<file path="src/rtl/irqs_pkg.sv">
package irqs_pkg;

  typedef enum logic [1:0] {
    SENSE_LOW  = 2'b00,
    SENSE_FALL = 2'b01,
    SENSE_RISE = 2'b10,
    SENSE_BOTH = 2'b11
  } sense_e;

  localparam int BYTE_W = 8;
  localparam int FIELD_W = 2;

endpackage

</file>
<file path="src/rtl/irqs_sync.sv">
module irqs_sync #(
  parameter int W = 8,
  parameter int STAGES = 2,
  parameter logic [W-1:0] RST_VAL = '1
) (
  input  logic         clk,
  input  logic         rst_n,
  input  logic [W-1:0] d,
  output logic [W-1:0] q
);

  logic [W-1:0] chain [STAGES];

  always_ff @(posedge clk or negedge rst_n) begin
    if (!rst_n) begin
      for (int s = 0; s < STAGES; s++) chain[s] <= RST_VAL;
    end else begin
      chain[0] <= d;
      for (int s = 1; s < STAGES; s++) chain[s] <= chain[s-1];
    end
  end

  assign q = chain[STAGES-1];

endmodule

</file>
<file path="src/rtl/irqs_cfg_regs.sv">
module irqs_cfg_regs
  import irqs_pkg::*;
#(
  parameter int PINS = 8,
  parameter int ADDR_W = 2
) (
  input  logic                 clk,
  input  logic                 rst_n,
  input  logic                 standby,
  input  logic                 wr,
  input  logic [ADDR_W-1:0]    addr,
  input  logic [BYTE_W-1:0]    wdata,
  output logic [2*PINS-1:0]    cfg,
  output logic [PINS-1:0]      mode_chg,
  output logic [PINS-1:0]      clr_hit,
  output logic [BYTE_W-1:0]    rdata
);

  localparam int CFG_W = FIELD_W * PINS;
  localparam int NBYTES = CFG_W / BYTE_W;
  localparam int PINS_PER_BYTE = BYTE_W / FIELD_W;

  always_ff @(posedge clk or negedge rst_n) begin
    if (!rst_n) begin
      cfg <= '0;
    end else if (standby) begin
      cfg <= '0;
    end else if (wr) begin
      for (int b = 0; b < NBYTES; b++) begin
        if (addr == ADDR_W'(b)) cfg[b*BYTE_W +: BYTE_W] <= wdata;
      end
    end
  end

  always_comb begin
    rdata = '0;
    for (int b = 0; b < NBYTES; b++) begin
      if (addr == ADDR_W'(b)) rdata = cfg[b*BYTE_W +: BYTE_W];
    end
  end

  for (genvar n = 0; n < PINS; n++) begin : g_pin
    localparam int CFG_BYTE = n / PINS_PER_BYTE;
    localparam int FIELD_LSB = (FIELD_W * n) % BYTE_W;
    localparam int CLR_ADDR = NBYTES + n / BYTE_W;
    localparam int CLR_BIT = n % BYTE_W;

    assign mode_chg[n] = wr && !standby && (addr == ADDR_W'(CFG_BYTE)) &&
                         (wdata[FIELD_LSB +: FIELD_W] != cfg[FIELD_W*n +: FIELD_W]);
    assign clr_hit[n]  = wr && (addr == ADDR_W'(CLR_ADDR)) && wdata[CLR_BIT];
  end

endmodule

</file>
<file path="src/rtl/irqs_detect.sv">
module irqs_detect
  import irqs_pkg::*;
(
  input  logic   clk,
  input  logic   rst_n,
  input  logic   standby,
  input  logic   sync_in,
  input  sense_e mode,
  input  logic   mode_chg,
  input  logic   clr_hit,
  output logic   req
);

  logic prev_q;
  logic pend_q;
  logic hit;

  always_ff @(posedge clk or negedge rst_n) begin
    if (!rst_n) prev_q <= 1'b1;
    else        prev_q <= sync_in;
  end

  always_comb begin
    unique case (mode)
      SENSE_FALL: hit = prev_q & ~sync_in;
      SENSE_RISE: hit = ~prev_q & sync_in;
      SENSE_BOTH: hit = prev_q ^ sync_in;
      default:    hit = 1'b0;
    endcase
  end

  always_ff @(posedge clk or negedge rst_n) begin
    if (!rst_n) begin
      pend_q <= 1'b0;
    end else if (standby || mode_chg || (mode == SENSE_LOW)) begin
      pend_q <= 1'b0;
    end else if (hit) begin
      pend_q <= 1'b1;
    end else if (clr_hit) begin
      pend_q <= 1'b0;
    end
  end

  assign req = (mode == SENSE_LOW) ? ~sync_in : pend_q;

endmodule

</file>
<file path="src/rtl/irq_sense_unit.sv">
module irq_sense_unit
  import irqs_pkg::*;
#(
  parameter int PINS = 8,
  parameter int ADDR_W = 2,
  parameter int SYNC_STAGES = 2
) (
  input  logic              clk,
  input  logic              rst_n,
  input  logic              standby,
  input  logic [PINS-1:0]   irq_in,
  input  logic [ADDR_W-1:0] reg_addr,
  input  logic              reg_wr,
  input  logic [7:0]        reg_wdata,
  output logic [7:0]        reg_rdata,
  output logic [PINS-1:0]   irq_req
);

  logic [2*PINS-1:0] cfg_q;
  logic [PINS-1:0]   mode_chg;
  logic [PINS-1:0]   clr_hit;
  logic [PINS-1:0]   pin_sync;

  irqs_sync #(
    .W(PINS),
    .STAGES(SYNC_STAGES),
    .RST_VAL({PINS{1'b1}})
  ) u_sync (
    .clk(clk),
    .rst_n(rst_n),
    .d(irq_in),
    .q(pin_sync)
  );

  irqs_cfg_regs #(
    .PINS(PINS),
    .ADDR_W(ADDR_W)
  ) u_regs (
    .clk(clk),
    .rst_n(rst_n),
    .standby(standby),
    .wr(reg_wr),
    .addr(reg_addr),
    .wdata(reg_wdata),
    .cfg(cfg_q),
    .mode_chg(mode_chg),
    .clr_hit(clr_hit),
    .rdata(reg_rdata)
  );

  for (genvar n = 0; n < PINS; n++) begin : g_det
    irqs_detect u_det (
      .clk(clk),
      .rst_n(rst_n),
      .standby(standby),
      .sync_in(pin_sync[n]),
      .mode(sense_e'(cfg_q[2*n +: 2])),
      .mode_chg(mode_chg[n]),
      .clr_hit(clr_hit[n]),
      .req(irq_req[n])
    );
  end

endmodule

</file>
<file path="config.mk">
export PLATFORM = sky130hd
export DESIGN_NAME = irq_sense_unit
export DESIGN_NICKNAME = d
export VERILOG_FILES = /design/src/rtl/irqs_pkg.sv /design/src/rtl/irqs_sync.sv /design/src/rtl/irqs_cfg_regs.sv /design/src/rtl/irqs_detect.sv /design/src/rtl/irq_sense_unit.sv
export SDC_FILE = /design/constraint.sdc
export NUM_CORES = 1
export LEC_CHECK = 0
export ABC_CLOCK_PERIOD_IN_PS = 1800
export BUFFER_PORTS_ARGS = -buffer_cell sky130_fd_sc_hd__buf_2
export CAP_MARGIN = 20
export CORE_AREA = 2 2 73 75
export DETAILED_ROUTE_END_ITERATION = 7
export DIE_AREA = 0 0 75 77
export PLACE_DENSITY = 0.86
export SLEW_MARGIN = 25
export SYNTH_ARGS = -nofsm -noshare
export SYNTH_HDL_FRONTEND = slang
export SYNTH_SLANG_ARGS = --single-unit
</file>
<file path="constraint.sdc">
create_clock -name clk -period 1.8 [get_ports clk]
set_input_delay 0.27 -clock clk [delete_from_list [all_inputs] [get_ports clk]]
set_output_delay 0.27 -clock clk [all_outputs]
set_load 0.005 [all_outputs]
</file>
==> results.txt <==
Status = finished clean
Slew Limit Fails = 0
CTS buffer count = 5
Final RePlAce weighted congestion = 0.795
Distinct cell type count after synthesis = 27
Number of buffer cells added on primary ports = 37
Detail-routed via count per cell = 5.35
Final non-filler cell total = 361
Worst endpoint data arrival time = 1.35 ns
Clock Pin Slew Worst Setup and Hold Paths = 0.09 ns
Most frequent cells after synthesis = sky130_fd_sc_hd__dfrtp_1, sky130_fd_sc_hd__dfstp_2, sky130_fd_sc_hd__inv_1
Post-DP HPWL = 3.67 mm
Cell taking the most area after synthesis = sky130_fd_sc_hd__dfstp_2
DRC violation count after routing = 0
F_max = 619 MHz
Count of inserted antenna diode cells = 0
Post-synthesis instance area = 2720 sq um
First-pass iteration count of the detailed router = 4
Final hold slack = 0.0456 ns
Dominant combinational cell family by area after synthesis = compound AO/OA/AOI/OAI gates
Main area contributors after synthesis = sky130_fd_sc_hd__dfstp_2, sky130_fd_sc_hd__dfrtp_1, sky130_fd_sc_hd__ha_1, sky130_fd_sc_hd__mux2i_1, sky130_fd_sc_hd__xnor2_1
Buffer depth of the longest clock path = 2
Vias post-DR = 1933
Num ports = 38
Post-synthesis mux area share = 5.89%
Basic-gate share of the synthesized area counting and, or, nand and nor cells = 12.3%
Cell repeated most along the worst path = sky130_fd_sc_hd__nor2_1
Slowest cell delay on critical path = 0.47 ns
MaxCap Viol Count = 0
Number of synthesized flops with an enable pin = 0
RSZ-0062 raised after global routing = no
Slew Limit Headroom = 61.0%
Worst clock skew = 0.00751 ns
Clock Tree Root = sky130_fd_sc_hd__clkbuf_8
CP startpoint kind = flip-flop
PwrDens = 750 nW/um^2
Final Hold Viols = 0
Adder and majority gate portion of the synthesized area = 7.36%
Synthesis-stage register bit count = 48
Detailed-route wire length per cell = 14.1 um
Wire length of the first global-routing pass = 8.48 mm
Required time of the worst setup path = 1.53 ns
Post-synthesis async set-or-reset flop share = 100%
Y dimension of the die = 77 um
Placed cell area = 2830 sq um
Violation count after the first detailed-routing iteration = 156
Post-CTS Setup Repair Bufs = 0
Final layout net count = 328
Slew of the pin with the lowest slew margin = 0.586 ns
Yosys synthesis warning count = 0
Antenna violations before repair = 0
Core outline area = 4980 sq um
Fraction of final layout cells with drive strength greater than 1 = 26.8%
Final design area excluding fillers = 2930 sq um
Category of the most critical setup path = reg2out
# rows = 26
Die Outline Area = 5780 sq um
Congestion Overflow GR = 0
Area fraction in compound gates after synthesis = 13.8%
Commonest register cell after synthesis = sky130_fd_sc_hd__dfstp_2
Via count of the first global-routing pass = 1886
Die Wd = 75 um
Fraction of synthesized cell area in xor and xnor cells = 5.15%
Post-cts hold buffer count = 0
Syn avg cell area = 10.0 sq um
Final critical delay including setup and external delays = 1.62 ns
Clock insertion delay at the later pin of the skew report = 0.31 ns
Filler instances = 442
Standard cell with the maximum stage delay on the critical path = sky130_fd_sc_hd__dfrtp_1
Setup TNS Final = 0 ns
Initial standard-cell utilization of the core = 54.6%
Pin count of the biggest net entering global routing = 49
CTS-repair resized insts = 0
Total nets after synthesis = 309
Leakage power summed over all cells = 1.40 nW
CTS tree = yes
Setup crit end kind = output pin
Proportion of synthesized chip area in sequential cells = 45.3%
Number of cells after detailed placement = 353
Number of H-tree levels = 2
Hold/Removal Path Class = in2async
Number of nets with antenna violations after detailed routing = 0
Final Cycle Share = 89.7%
All-layer global routing usage = 19.3%
Total Wirelength = 5.10 mm
Max Fanout on Critical Path = 7
Synthesis-to-finish area growth = 7.92%
Post-Syn Instances = 271
Area fraction of the dominant cell type after synthesis = 23.2%
Number of clock sinks = 48
Final setup viols = 0
Maximum vdd ir drop = 0.000447 V
Critical path, cell by cell = nor2_1 > nor2_1 > a21oi_1 > buf_2
-- final timing paths --
path / startpoint / endpoint / slack [ns] / cells past startpoint
min in group clk: irq_in[4] / u_sync.chain[12] / 0.05 / 1
hold / removal: rst_n / g_det[7].u_det.pend_q / 0.05 / 2
hold reg to reg: u_sync.chain[15] / u_sync.q[7] / 0.36 / 0
max in group asynchronous: rst_n / g_det[0].u_det.prev_q / 1.36 / 2
setup / recovery: u_regs.cfg[10] / irq_req[5] / 0.18 / 4
setup reg to reg: g_det[6].u_det.prev_q / g_det[6].u_det.pend_q / 0.38 / 5
-- cell type report --
| cell class | count | area [sq um] | share of cell area [%] |
|---|---|---|---|
| Inverter | 24 | 90.1 | 3.07 |
| Multi-Input combinational cell | 171 | 1210 | 41.2 |
| Sequential cell | 48 | 1230 | 42.0 |
| Tap cell | 70 | 87.6 | 2.99 |
| Clock buffer | 6 | 72.6 | 2.47 |
| Timing Repair Buffer | 40 | 208 | 7.08 |
| Clock inverter | 2 | 35.0 | 1.19 |
-- sequential cells by signal (all words and copies together) (netlist names) --
register and count:
g_det.u_det.pend_q 8, g_det.u_det.prev_q 8, u_regs.cfg 16, u_sync.chain 8, u_sync.q 8
-- routing by layer --
layer / track usage, % / up-vias / wire, um
met5: 0 / - / 0
met1: 22.4 / 951 / 2120
li1: - / 927 / -
met4: 8.57 / 0 / 119
met2: 33.1 / 45 / 2630
met3: 4.60 / 10 / 222
-- cells in the final DEF (no fill, tap or decap), types with 6 or more instances in the layout --
cell | synthesis | layout
sky130_fd_sc_hd__nand3b_1 | 9 | 9
sky130_fd_sc_hd__buf_2 | 2 | 37
sky130_fd_sc_hd__a21oi_1 | 16 | 16
sky130_fd_sc_hd__nand2_1 | 19 | 19
sky130_fd_sc_hd__inv_1 | 24 | 24
sky130_fd_sc_hd__dfstp_2 | 24 | 24
sky130_fd_sc_hd__ha_1 | 16 | 16
sky130_fd_sc_hd__dfrtp_1 | 24 | 24
sky130_fd_sc_hd__nor2_1 | 20 | 20
sky130_fd_sc_hd__xnor2_1 | 16 | 16
sky130_fd_sc_hd__mux2i_1 | 16 | 16
sky130_fd_sc_hd__o21bai_1 | 6 | 6
sky130_fd_sc_hd__nor2b_1 | 9 | 9
sky130_fd_sc_hd__a311oi_1 | 8 | 8
sky130_fd_sc_hd__o21ai_0 | 19 | 19
sky130_fd_sc_hd__o31ai_1 | 6 | 6
-- per-stage QoR --
step                      setup WS [ns]  util, %  power, W
after global placement            0.458     56.8   0.00143
after global routing             0.0825     58.9   0.00230
after CTS                         0.189     58.9   0.00222
after detailed placement          0.370     56.8   0.00145
after floorplan                   0.519        -   0.00136
final                             0.185     58.9   0.00220
-- critical path, delay by kind of cell (launching register included) --
family          cells  cell delay, ns
flops               1            0.47
simple gates        2            0.27
compound gates      1            0.16
buf+inv             1            0.14
-- logic make-up after synthesis --
| group | after synthesis |
|---|---|
| adder cells (fa/ha/maj) | 16 |
| XOR/XNOR | 16 |
| buffers and inverters | 52 |
| AND/OR/NAND/NOR | 63 |
| AO/OA/AOI/OAI | 60 |
| multiplexers | 16 |
| flip-flops | 48 |
-- report_power, final --
group	internal [W]	total [W]	leakage, nW	switching [W]
combinational	0.000107	0.000242	0.759	0.000135
clock	0.000412	0.000776	0.0552	0.000364
sequential	0.00114	0.00118	0.584	0.0000425
total	0.00166	0.00220	1.40	0.000541
No activity file was read; power rests on OpenSTA's default activity.
